<file path="src/rtl/mie_pkg.sv">
package mie_pkg;
    typedef enum logic [2:0] {
        ST_IDLE,
        ST_WENC,
        ST_WMEM,
        ST_RMEM,
        ST_RDEC,
        ST_RESP
    } mie_state_e;
endpackage

</file>
<file path="src/rtl/mie_rv_gen.sv">
module mie_rv_gen #(
    parameter int ADDR_W = 4,
    parameter int RV_W   = 32
) (
    input  logic              clk,
    input  logic              rst_n,
    input  logic [ADDR_W-1:0] line,
    input  logic              use_next,
    input  logic              bump,
    output logic [RV_W-1:0]   rv
);
    localparam int AF_W  = RV_W / 2;
    localparam int CTR_W = RV_W - AF_W;
    localparam int LINES = 1 << ADDR_W;

    logic [CTR_W-1:0] ctr_tab [LINES];
    logic [CTR_W-1:0] cur;
    logic [CTR_W-1:0] sel;

    always_ff @(posedge clk) begin
        if (!rst_n) begin
            for (int i = 0; i < LINES; i++) ctr_tab[i] <= '0;
        end else if (bump) begin
            ctr_tab[line] <= ctr_tab[line] + CTR_W'(1);
        end
    end

    always_comb begin
        cur = ctr_tab[line];
        sel = use_next ? cur + CTR_W'(1) : cur;
        rv  = {AF_W'(line), sel};
    end

    // a committed write advances its own line's counter by exactly one
    a_r3_bump_by_one: assert property (@(posedge clk) disable iff (!rst_n)
        bump |=> ctr_tab[$past(line)] == $past(cur) + CTR_W'(1));
endmodule

</file>
<file path="src/rtl/mie_check.sv">
module mie_check #(
    parameter int PAY_W = 96,
    parameter int RV_W  = 32
) (
    input  logic [PAY_W+RV_W-1:0] blk,
    input  logic [RV_W-1:0]       rv_ref,
    output logic                  match,
    output logic [PAY_W-1:0]      payload
);
    always_comb begin
        match   = (blk[RV_W-1:0] == rv_ref);
        payload = match ? blk[PAY_W+RV_W-1:RV_W] : '0;
    end
endmodule

</file>
<file path="src/rtl/mie_seq.sv">
module mie_seq
    import mie_pkg::*;
#(
    parameter int ADDR_W = 4,
    parameter int PAY_W  = 96,
    parameter int RV_W   = 32
) (
    input  logic                  clk,
    input  logic                  rst_n,
    input  logic                  req_valid,
    input  logic                  req_write,
    input  logic [ADDR_W-1:0]     req_addr,
    input  logic [PAY_W-1:0]      req_wdata,
    output logic                  req_ready,
    input  logic [RV_W-1:0]       rv,
    input  logic                  match,
    output logic [ADDR_W-1:0]     line_q,
    output logic                  wr_q,
    output logic                  bump,
    output logic [PAY_W+RV_W-1:0] blk_q,
    output logic                  resp,
    output logic                  cph_req,
    output logic                  cph_decrypt,
    output logic [PAY_W+RV_W-1:0] cph_din,
    input  logic                  cph_ack,
    input  logic [PAY_W+RV_W-1:0] cph_dout,
    output logic                  mem_req,
    output logic                  mem_we,
    input  logic                  mem_ack,
    input  logic [PAY_W+RV_W-1:0] mem_rdata,
    input  logic                  err_clr,
    output logic                  err_sticky
);
    mie_state_e state, nxt;
    logic [PAY_W-1:0] pay_q;

    always_ff @(posedge clk) begin
        if (!rst_n) state <= ST_IDLE;
        else        state <= nxt;
    end

    always_comb begin
        nxt = state;
        unique case (state)
            ST_IDLE: if (req_valid) nxt = req_write ? ST_WENC : ST_RMEM;
            ST_WENC: if (cph_ack)   nxt = ST_WMEM;
            ST_WMEM: if (mem_ack)   nxt = ST_RESP;
            ST_RMEM: if (mem_ack)   nxt = ST_RDEC;
            ST_RDEC: if (cph_ack)   nxt = ST_RESP;
            ST_RESP:                nxt = ST_IDLE;
            default:                nxt = ST_IDLE;
        endcase
    end

    always_comb begin
        req_ready   = 1'b0;
        cph_req     = 1'b0;
        cph_decrypt = 1'b0;
        mem_req     = 1'b0;
        mem_we      = 1'b0;
        resp        = 1'b0;
        bump        = 1'b0;
        unique case (state)
            ST_IDLE: req_ready = 1'b1;
            ST_WENC: cph_req = 1'b1;
            ST_WMEM: begin mem_req = 1'b1; mem_we = 1'b1; bump = mem_ack; end
            ST_RMEM: mem_req = 1'b1;
            ST_RDEC: begin cph_req = 1'b1; cph_decrypt = 1'b1; end
            ST_RESP: resp = 1'b1;
            default: ;
        endcase
        cph_din = cph_decrypt ? blk_q : {pay_q, rv};
    end

    always_ff @(posedge clk) begin
        if (!rst_n) begin
            line_q <= '0;
            wr_q   <= 1'b0;
            pay_q  <= '0;
            blk_q  <= '0;
        end else begin
            if (state == ST_IDLE && req_valid) begin
                line_q <= req_addr;
                wr_q   <= req_write;
                pay_q  <= req_wdata;
            end
            if ((state == ST_WENC || state == ST_RDEC) && cph_ack) blk_q <= cph_dout;
            if (state == ST_RMEM && mem_ack)                      blk_q <= mem_rdata;
        end
    end

    always_ff @(posedge clk) begin
        if (!rst_n)                             err_sticky <= 1'b0;
        else if (state == ST_RESP && !wr_q && !match) err_sticky <= 1'b1;
        else if (err_clr)                       err_sticky <= 1'b0;
    end

    // cipher request held with stable operands until acknowledged
    a_r8_cph_hold: assert property (@(posedge clk) disable iff (!rst_n)
        cph_req && !cph_ack |=> cph_req && $stable(cph_din) && $stable(cph_decrypt));
    // memory request held until acknowledged
    a_r8_mem_hold: assert property (@(posedge clk) disable iff (!rst_n)
        mem_req && !mem_ack |=> mem_req && $stable(mem_we));
    // decryption starts only right after a memory fetch completes
    a_r4_dec_after_fetch: assert property (@(posedge clk) disable iff (!rst_n)
        $rose(cph_req) && cph_decrypt |-> $past(mem_req && mem_ack && !mem_we));
    // memory write starts only right after an encryption completes
    a_r1_store_after_enc: assert property (@(posedge clk) disable iff (!rst_n)
        $rose(mem_req) && mem_we |-> $past(cph_req && cph_ack && !cph_decrypt));
endmodule

</file>
<file path="src/rtl/mie_engine.sv">
module mie_engine #(
    parameter int ADDR_W = 4,
    parameter int PAY_W  = 96,
    parameter int RV_W   = 32
) (
    input  logic                  clk,
    input  logic                  rst_n,
    input  logic                  req_valid,
    input  logic                  req_write,
    input  logic [ADDR_W-1:0]     req_addr,
    input  logic [PAY_W-1:0]      req_wdata,
    output logic                  req_ready,
    output logic                  rsp_valid,
    output logic                  rsp_ok,
    output logic [PAY_W-1:0]      rsp_rdata,
    output logic                  cph_req,
    output logic                  cph_decrypt,
    output logic [PAY_W+RV_W-1:0] cph_din,
    input  logic                  cph_ack,
    input  logic [PAY_W+RV_W-1:0] cph_dout,
    output logic                  mem_req,
    output logic                  mem_we,
    output logic [ADDR_W-1:0]     mem_addr,
    output logic [PAY_W+RV_W-1:0] mem_wdata,
    input  logic                  mem_ack,
    input  logic [PAY_W+RV_W-1:0] mem_rdata,
    input  logic                  err_clr,
    output logic                  err_sticky
);
    localparam int BLK_W = PAY_W + RV_W;

    logic [ADDR_W-1:0] line_q;
    logic              wr_q, bump, match, resp;
    logic [RV_W-1:0]   rv;
    logic [BLK_W-1:0]  blk_q;
    logic [PAY_W-1:0]  chk_pay;

    mie_rv_gen #(.ADDR_W(ADDR_W), .RV_W(RV_W)) rv_i (
        .clk(clk), .rst_n(rst_n), .line(line_q), .use_next(wr_q),
        .bump(bump), .rv(rv));

    mie_check #(.PAY_W(PAY_W), .RV_W(RV_W)) chk_i (
        .blk(blk_q), .rv_ref(rv), .match(match), .payload(chk_pay));

    mie_seq #(.ADDR_W(ADDR_W), .PAY_W(PAY_W), .RV_W(RV_W)) seq_i (
        .clk(clk), .rst_n(rst_n), .req_valid(req_valid), .req_write(req_write),
        .req_addr(req_addr), .req_wdata(req_wdata), .req_ready(req_ready),
        .rv(rv), .match(match), .line_q(line_q), .wr_q(wr_q), .bump(bump),
        .blk_q(blk_q), .resp(resp), .cph_req(cph_req), .cph_decrypt(cph_decrypt),
        .cph_din(cph_din), .cph_ack(cph_ack), .cph_dout(cph_dout),
        .mem_req(mem_req), .mem_we(mem_we), .mem_ack(mem_ack),
        .mem_rdata(mem_rdata), .err_clr(err_clr), .err_sticky(err_sticky));

    assign mem_addr  = line_q;
    assign mem_wdata = blk_q;
    assign rsp_valid = resp;
    assign rsp_ok    = wr_q | match;
    assign rsp_rdata = wr_q ? '0 : chk_pay;

    // a failed access never returns data
    a_r6_zero_on_fail: assert property (@(posedge clk) disable iff (!rst_n)
        rsp_valid && !rsp_ok |-> rsp_rdata == '0);
    // the error flag holds until cleared
    a_r7_sticky_hold: assert property (@(posedge clk) disable iff (!rst_n)
        err_sticky && !err_clr |=> err_sticky);
    // a failed read response raises the flag
    a_r7_set_on_fail: assert property (@(posedge clk) disable iff (!rst_n)
        rsp_valid && !rsp_ok |=> err_sticky);
    // completion is a single-cycle pulse
    a_r9_single_pulse: assert property (@(posedge clk) disable iff (!rst_n)
        rsp_valid |=> !rsp_valid);
    // only one external operation in flight, none while accepting
    a_r8_exclusive: assert property (@(posedge clk) disable iff (!rst_n)
        !(cph_req && mem_req) && !(req_ready && (cph_req || mem_req)));
endmodule

</file>
<file path="config.mk">
export PLATFORM = sky130hd
export DESIGN_NAME = mie_engine
export DESIGN_NICKNAME = d
export VERILOG_FILES = /design/src/rtl/mie_pkg.sv /design/src/rtl/mie_rv_gen.sv /design/src/rtl/mie_check.sv /design/src/rtl/mie_seq.sv /design/src/rtl/mie_engine.sv
export SDC_FILE = /design/constraint.sdc
export NUM_CORES = 1
export LEC_CHECK = 0
export BUFFER_PORTS_ARGS = -buffer_cell sky130_fd_sc_hd__buf_2
export CELL_PAD_IN_SITES_DETAIL_PLACEMENT = 0
export CELL_PAD_IN_SITES_GLOBAL_PLACEMENT = 2
export CORE_UTILIZATION = 29
export CTS_BUF_LIST = sky130_fd_sc_hd__clkbuf_4
export CTS_CLUSTER_DIAMETER = 80
export DETAILED_ROUTE_END_ITERATION = 7
export GPL_TIMING_DRIVEN = 0
export PLACE_DENSITY = 0.75
export RECOVER_POWER = 100
export REMOVE_ABC_BUFFERS = 1
export SYNTH_ARGS = -nofsm -noshare
export SYNTH_HDL_FRONTEND = slang
export SYNTH_SLANG_ARGS = --single-unit
</file>
<file path="constraint.sdc">
create_clock -name clk -period 4.2 [get_ports clk]
set_clock_uncertainty 0.05 [all_clocks]
set_input_delay 0.21 -clock clk [delete_from_list [all_inputs] [get_ports clk]]
set_output_delay 0.21 -clock clk [all_outputs]
set_load 0.02 [all_outputs]
</file>
# --- After elaboration in Yosys (flattened, before gate mapping) ---
# Memory sizes are Yosys's and may differ from the RTL's. A register that Yosys moved wholly into a read port is not among the register bits.
# Cells that the tools add are included.
word_totals:
  register_bits: 233
  ram_bits: 256
  in_bits: 363
  out_inout_bits: 364
  word_cells: 66
  memories: 1
memory_table:
  columns: ["memory", "words", "word_bits", "rd", "rd_clocked_by_memory_dff", "wr", "line", "text"]
  rows:
  - ["rv_i.ctr_tab", 16, 16, 1, 1, 16, "mie_rv_gen.sv:16", "logic [CTR_W-1:0] ctr_tab [LINES];"]
op_classes:
  n_addsub: 1
  n_eq_ne: 11
  muxes: 31
  bitwise_logic: 1
  reduce_logical: 15
ops:
  columns: ["cell", "n"]
  rows:
  - ["two-way mux 128 bit", 3]
  - ["two-way mux 96 bit", 2]
  - ["== test 32 x 20 -> 1 bit", 1]
  - ["two-way mux 16 bit", 2]
  - ["adder 16 x 1 -> 16 bit (second input constant)", 1]
  - ["OR reduction 16 bit", 1]
  - ["two-way mux 3 bit", 5]
  - ["one-hot mux 3 bit (5 select lines)", 1]
  - ["two-way mux 1 bit", 14]
  - ["two-way mux 4 bit", 3]
  - ["!= test 2 bit (second input constant)", 5]
  - ["== test 3 x 2 -> 1 bit (second input constant)", 2]
  - ["== test 3 bit (second input constant)", 2]
  - ["logical AND 1 bit", 5]
  - ["AND reduction 5 bit", 1]
  - ["nonzero test 2 bit", 2]
  - ["OR reduction 2 bit", 2]
  - ["== test 3 x 1 -> 1 bit (second input constant)", 1]
  - ["logical NOT 3 bit", 1]
  - ["logical NOT 1 bit", 2]
  - ["two-way mux 2 bit", 1]
  - ["logical OR 1 bit", 1]
  - ["OR 1 bit", 1]

# --- Longest topological paths before layout ---
logic_depth:
  ltp_word: 7
  ltp_mapped: 20
  mapped_depth_nobuf: 13

# --- Cells and area by module ---
# From an unflattened synthesis, not the netlist that was laid out.
unflattened:
  hier_cells: 2377
  area_unflattened_um2: 25379.3
by_module_without_submodules:
  columns: ["mod", "instances", "cells_per_inst", "area_each_um2", "seq_area_each_um2"]
  rows:
  - ["mie_rv_gen", 1, 814, 12197.9, 7687.4]
  - ["mie_seq", 1, 1201, 11091.9, 4664.5]
  - ["mie_check", 1, 255, 1420.1, 0.0]
  - ["mie_engine", 1, 107, 669.4, 0.0]

# --- Worst setup path after synthesis ---
# OpenSTA, ideal clock, no wires.
synth_timing:
  kind: "reg-to-output"
  startpoint: "reg (tool-made name)"
  endpoint: "out rsp_rdata[15]"
  arrival_time_ns: 4.195
  required_ns: 3.940
  slack_ns: -0.255
  stages_incl_launch_ff: 17
  n_path_buf: 3
  cell_sequence: "dfxtp_1 > buf_6 > mux4_2 > mux2_2 > o21ai_1 > inv_2 > buf_1 > ha_1 > clkinv_1 > mux2_2 > xnor2_1 > a2111oi_0 > nand3_1 > and4b_1 > nand4_2 > clkbuf_1 > nor2_1"
synth_rtl:
  columns: ["item", "line", "text"]
  rows:
  - ["end, declared", "mie_engine.sv:15", "output logic [PAY_W-1:0] rsp_rdata,"]

==> impl_results.html <==
<table>
<tr><th>Metric</th><th>Value</th></tr>
<tr><th colspan="2">Floorplanning</th></tr>
<tr><td>Std cell rows</td><td>between 100 and 150</td></tr>
<tr><td>Die Area</td><td>85300 sq um</td></tr>
<tr><td>Overall die height</td><td>around 300 microns</td></tr>
<tr><td>Floorplan Core Area</td><td>~83000 sq um</td></tr>
<tr><td>Width of the die</td><td>about 290 microns</td></tr>
<tr><td>Number of top-level pins</td><td>727</td></tr>
<tr><td>Initial Utilization</td><td>~30%</td></tr>
<tr><th colspan="2">Power</th></tr>
<tr><td>Maximum vdd ir drop</td><td>roughly 0.00019 V</td></tr>
<tr><td>Portion of total power attributed to combinational logic</td><td>approximately 32%</td></tr>
<tr><td>Internal power summed over all cells</td><td>slightly below 10 mW</td></tr>
<tr><td>Fraction of power spent switching nets</td><td>a little over a third</td></tr>
<tr><td>Switching power summed over all nets</td><td>between 5 and 6 mW</td></tr>
<tr><td>Share of power burned in the clock network</td><td>29.9%</td></tr>
<tr><td>Post-route total power</td><td>between 15 and 20 mW</td></tr>
<tr><td>Static leakage</td><td>~18 nW</td></tr>
<tr><td>Cell Pwr Density</td><td>between 300 and 400 nW/um^2</td></tr>
<tr><td>Seq pwr share</td><td>between 30% and 40%</td></tr>
<tr><th colspan="2">Finish</th></tr>
<tr><td>Area occupied by registers</td><td>12400 sq um</td></tr>
<tr><td>Number of nets at the end of the flow</td><td>between 4k and 5k</td></tr>
<tr><td>Final std cell area, no fill</td><td>between 30000 and 40000 sq um</td></tr>
<tr><td>Share of cells above drive strength 1</td><td>slightly below 30%</td></tr>
<tr><td>Filler Cell Count</td><td>~8k</td></tr>
<tr><td>Area grow syn2layout</td><td>62.9%</td></tr>
<tr><td>Number of standard cells in the final layout excluding fillers</td><td>~5.1k</td></tr>
<tr><td>Footprint of the multi-input gates</td><td>11600 sq um</td></tr>
<tr><th colspan="2">Critical path</th></tr>
<tr><td>Family with the most delay on the worst path</td><td>multiplexers</td></tr>
<tr><td>Crit path capture type</td><td>output port</td></tr>
<tr><td>Critical-path maximum fanout</td><td>8</td></tr>
<tr><td>Series of cell instances along the critical path</td><td>buf_16 -&gt; mux4_2 -&gt; mux2_4 -&gt; o21ai_4 -&gt; inv_6 -&gt; ha_4 -&gt; clkinv_4 -&gt; mux2_4 -&gt; xnor2_4 -&gt; a2111oi_4 -&gt; nand3_1 -&gt; and4b_2 -&gt; nand4_4 -&gt; buf_12 -&gt; buf_8 -&gt; buf_16 -&gt; nor2_4 -&gt; buf_6</td></tr>
<tr><td>CP startpoint kind</td><td>flip-flop</td></tr>
<tr><td>Sum of buffers and inverters on the critical path</td><td>7</td></tr>
<tr><td>CP Depth</td><td>18</td></tr>
<tr><td>Data arrival time at the worst-slack endpoint</td><td>5.12 ns</td></tr>
<tr><td>Delay of the slowest cell on the worst path</td><td>slightly above 0.5 ns</td></tr>
<tr><td>Crit path max-delay cell type</td><td>sky130_fd_sc_hd__mux4_2</td></tr>
<tr><td>Required time reported for the critical path endpoint</td><td>roughly 3.9 ns</td></tr>
<tr><td>Category of the most critical setup path</td><td>reg2out</td></tr>
<tr><td>Worst r2r path cells</td><td>9</td></tr>
<tr><th colspan="2">Detailed routing</th></tr>
<tr><td>Routed via count</td><td>around 25k</td></tr>
<tr><td>Met2 Routed Length</td><td>about 63 mm</td></tr>
<tr><td>Router iterations before antenna repair</td><td>6</td></tr>
<tr><td>Remaining routing DRC violations</td><td>0</td></tr>
<tr><td>WL per Instance</td><td>about 26 microns</td></tr>
<tr><td>Final antenna-violating net count</td><td>0</td></tr>
<tr><td>Number of vias per cell</td><td>about 5</td></tr>
<tr><td>Number of DRC markers in iteration 0</td><td>a little under 2k</td></tr>
<tr><td>Met1 routed wirelength after detailed routing</td><td>around 48 mm</td></tr>
<tr><td>Total length of routed met3 wires</td><td>10.3 mm</td></tr>
<tr><td>Top layer in use</td><td>met4</td></tr>
<tr><td>Total detailed-routing wirelength</td><td>about 130 mm</td></tr>
<tr><th colspan="2">Logic synthesis</th></tr>
<tr><td>Synthesized instance count</td><td>about 2.5k</td></tr>
<tr><td>Cell taking the most area after synthesis</td><td>sky130_fd_sc_hd__edfxtp_1</td></tr>
<tr><td>Share of the synthesized area in the top cell type</td><td>between 30% and 40%</td></tr>
<tr><td>Fraction of the yosys area taken by sequential cells</td><td>between 50% and 60%</td></tr>
<tr><td>Post-synth top flop</td><td>sky130_fd_sc_hd__edfxtp_1</td></tr>
<tr><td>Mean Syn Cell Area</td><td>between 9 and 10 sq um</td></tr>
<tr><td>Dominant cells by area after synthesis</td><td>sky130_fd_sc_hd__edfxtp_1 (32%), sky130_fd_sc_hd__dfxtp_1 (19%), sky130_fd_sc_hd__nand2_1 (8.0%)</td></tr>
<tr><td>Count of state elements after synthesis</td><td>493</td></tr>
<tr><td>Count of unique library cells instantiated by Yosys</td><td>65</td></tr>
<tr><td>Asr flop ratio synth</td><td>0%</td></tr>
<tr><td>Synth Cell Area</td><td>roughly 24000 sq um</td></tr>
<tr><td>Synthesis Warnings</td><td>0</td></tr>
<tr><td>Number of enable flip-flop cells after synthesis</td><td>between 200 and 300</td></tr>
<tr><th colspan="2">Clock network</th></tr>
<tr><td>Clock Tree Root</td><td>sky130_fd_sc_hd__clkbuf_4</td></tr>
<tr><td>Cts bufs inserted</td><td>~150</td></tr>
<tr><td>Count of H-tree levels built during CTS</td><td>4</td></tr>
<tr><td>Clock-pin slew on the worst setup and hold paths</td><td>~0.06 ns</td></tr>
<tr><td>Number of buffers between clock root and the deepest sink</td><td>3</td></tr>
<tr><td>TritonCTS clock tree</td><td>built</td></tr>
<tr><td>Count of clock tree sinks</td><td>493</td></tr>
<tr><td>Clock latency reported for the late side of the worst-skew pair</td><td>approximately 0.96 ns</td></tr>
<tr><th colspan="2">Global routing</th></tr>
<tr><td>Grt total ovfl</td><td>0</td></tr>
<tr><td>Antenna violations before repair</td><td>20</td></tr>
<tr><td>GRT Resource Usage Total</td><td>roughly 30%</td></tr>
<tr><td>Via count of the first global-routing pass</td><td>between 20k and 30k</td></tr>
<tr><td>First-pass GRT wire length</td><td>around 180 mm</td></tr>
<tr><td>Largest net degree at the start of global routing</td><td>approximately 140</td></tr>
<tr><th colspan="2">Placement</th></tr>
<tr><td>Number of placed cells counting well taps</td><td>slightly above 4k</td></tr>
<tr><td>Final weighted congestion in routability-driven placement</td><td>approximately 0.95</td></tr>
<tr><td>Instance area at placement</td><td>around 29000 sq um</td></tr>
<tr><td>Detailed placer's ending HPWL</td><td>roughly 92 mm</td></tr>
<tr><td>Place WS</td><td>-2.79 ns</td></tr>
<tr><td>Port buffer count</td><td>approximately 730</td></tr>
<tr><th colspan="2">Timing</th></tr>
<tr><td>RSZ-0062 raised after global routing</td><td>yes</td></tr>
<tr><td>Share of the clock period used by the worst path after layout</td><td>128%</td></tr>
<tr><td>Achievable clock frequency</td><td>~190 MHz</td></tr>
<tr><td>Tightest slew margin relative to the limit</td><td>-27.0%</td></tr>
<tr><td>Final number of max-transition violations</td><td>179</td></tr>
<tr><td>Tmin final</td><td>5.38 ns</td></tr>
<tr><td>Worst Setup Slack, final</td><td>-1.18 ns</td></tr>
<tr><td>Total of endpoints with negative setup slack in the final report</td><td>between 500 and 600</td></tr>
<tr><td>Final Hold Fails</td><td>0</td></tr>
<tr><td>Fin Setup TNS</td><td>-352.74 ns</td></tr>
<tr><td>Transition time at the pin with the least slew margin</td><td>around 1.9 ns</td></tr>
<tr><th colspan="2">Run status</th></tr>
<tr><td>Status</td><td>finished, violations left</td></tr>
<tr><td>Violations in the final reports</td><td>capacitance limit, slew limit, setup timing</td></tr>
<tr><th colspan="2">Min path</th></tr>
<tr><td>Worst Hold Path Cells</td><td>5</td></tr>
<tr><td>Type of the most critical hold path</td><td>in2reg</td></tr>
<tr><th colspan="2">Run</th></tr>
<tr><td>Maxcap violations</td><td>2</td></tr>
</table>
==> per-stage QoR <==
| step | hold slack (ns) | util (%) |
|---|---|---|
| floorplan | 0.282 | - |
| global placement | 0.407 | 34.5 |
| finish | 0.142 | 48.1 |
| CTS | 0.0000470 | 48.1 |
| detailed placement | 0.409 | 35.2 |
| global route | 0.0732 | 48.1 |
==> power groups by stage <==
stage               clock network (mW)  registers [mW]  logic, mW
finish                            4.62            5.89       4.95
global route                      4.99            5.93       5.23
CTS                               4.74            5.88       4.92
detailed placement                   0            6.00       3.88
global placement                     0            6.05       3.95
floorplan                            0            6.14       1.98
==> logic make-up (layout without fill, tap and decap cells) <==
| family | after synthesis | after routing | synth area share [%] |
|---|---|---|---|
| adder cells (fa/ha/maj) | 1 | 1 | 0.0513 |
| multiplexers | 214 | 214 | 11.8 |
| flip-flops | 493 | 493 | 51.0 |
| other | 0 | 12 | 0 |
| AND/OR/NAND/NOR | 989 | 990 | 17.6 |
| AO/OA/AOI/OAI | 403 | 403 | 12.5 |
| buffers and inverters | 305 | 1854 | 5.26 |
| XOR/XNOR | 48 | 48 | 1.78 |
==> sequential cells by signal, summed over array words and instances, names as in the netlist, named ones only <==
name / flops
seq_i.line_q: 4
seq_i.blk_q: 128
seq_i.err_sticky: 1
rv_i.ctr_tab: 256
seq_i.pay_q: 96
seq_i.wr_q: 1
seq_i.state: 3
==> metal layers <==
layer	vias to the layer above	track usage [%]
met5	-	0
li1	11500	-
met4	0	22.0
met1	12600	33.4
met2	1176	49.7
met3	263	6.74
==> cell usage after synthesis, types with 3 or more instances <==
| master | count |
|---|---|
| sky130_fd_sc_hd__nand2_1 | 519 |
| sky130_fd_sc_hd__nor2_1 | 339 |
| sky130_fd_sc_hd__edfxtp_1 | 256 |
| sky130_fd_sc_hd__dfxtp_1 | 237 |
| sky130_fd_sc_hd__clkbuf_1 | 153 |
| sky130_fd_sc_hd__mux2i_1 | 150 |
| sky130_fd_sc_hd__o211a_1 | 129 |
| sky130_fd_sc_hd__o21ai_0 | 121 |
| sky130_fd_sc_hd__inv_1 | 105 |
| sky130_fd_sc_hd__a21boi_0 | 102 |
| sky130_fd_sc_hd__mux4_2 | 56 |
| sky130_fd_sc_hd__nor2_4 | 40 |
| sky130_fd_sc_hd__xnor2_1 | 29 |
| sky130_fd_sc_hd__xor2_1 | 18 |
| sky130_fd_sc_hd__buf_1 | 17 |
| sky130_fd_sc_hd__a22oi_1 | 16 |
| sky130_fd_sc_hd__nand3_1 | 16 |
| sky130_fd_sc_hd__and3_1 | 15 |
| sky130_fd_sc_hd__nor2b_1 | 13 |
| sky130_fd_sc_hd__buf_2 | 11 |
| sky130_fd_sc_hd__a21oi_1 | 8 |
| sky130_fd_sc_hd__and2_1 | 8 |
| sky130_fd_sc_hd__buf_4 | 8 |
| sky130_fd_sc_hd__mux2_2 | 6 |
| sky130_fd_sc_hd__nand4_1 | 6 |
| sky130_fd_sc_hd__nor4_1 | 5 |
| sky130_fd_sc_hd__buf_12 | 4 |
| sky130_fd_sc_hd__buf_6 | 4 |
| sky130_fd_sc_hd__nor3_1 | 4 |
| sky130_fd_sc_hd__and4b_1 | 3 |
| sky130_fd_sc_hd__nand4b_1 | 3 |
| sky130_fd_sc_hd__nor3b_1 | 3 |
| sky130_fd_sc_hd__o21ai_1 | 3 |
| sky130_fd_sc_hd__o22a_1 | 3 |
==> worst paths after layout <==
check | endpoint | slack [ns] | start
max reg2reg | seq_i.blk_q[9] | -1.13 | seq_i.state[2]
max | rsp_rdata[51] | -1.18 | flip-flop
min | seq_i.blk_q[54] | 0.14 | cph_dout[54]
min reg2reg | seq_i.pay_q[5] | 0.42 | seq_i.pay_q[5]
==> final cells by class <==
| class | instances | area share (%) |
|---|---|---|
| diodes | 12 | 0.0756 |
| multi-input cells | 1656 | 29.2 |
| inverters | 108 | 1.06 |
| clock inverters | 27 | 0.488 |
| repair inverters | 1 | 0.0189 |
| repair buffers | 1507 | 30.4 |
| well taps | 1070 | 3.37 |
| flip-flops and latches | 493 | 31.3 |
| clock buffers | 211 | 3.99 |
==> timing repair <==
item	CTS	global route
endpoints found under the hold margin	237	0
hold buffers	678	0
endpoints found under the setup margin	322	242
gates resized for setup	355	56
buffers inserted	69	4
gates cloned	10	4
pin swaps	50	32
==> cell usage in the layout, fill, tap and decap left out, drive strengths merged, types with 7 or more instances in the layout <==
cell / netlist / layout
a21oi: 9 / 9
a22oi: 16 / 16
dlygate4sd3: 0 / 678
o21ai: 125 / 125
a21boi: 102 / 102
nand2: 519 / 519
xor2: 18 / 18
nand4: 7 / 7
xnor2: 29 / 29
and3: 15 / 15
nor2: 380 / 380
diode: 0 / 12
and2: 8 / 8
clkbuf: 153 / 368
buf: 44 / 671
nand3: 16 / 17
mux2i: 150 / 150
edfxtp: 256 / 256
mux4: 58 / 58
clkinv: 2 / 22
dfxtp: 237 / 237
nor2b: 13 / 13
inv: 106 / 107
o211a: 129 / 129
==> tightest hold or removal path: stages <==
cell	delay (ns)
sky130_fd_sc_hd__buf_2	0.07
sky130_fd_sc_hd__mux2i_1	0.05
sky130_fd_sc_hd__dlygate4sd3_1	0.56
sky130_fd_sc_hd__nand2_1	0.07
sky130_fd_sc_hd__o211a_1	0.13
(Power assumes the default switching activity.)
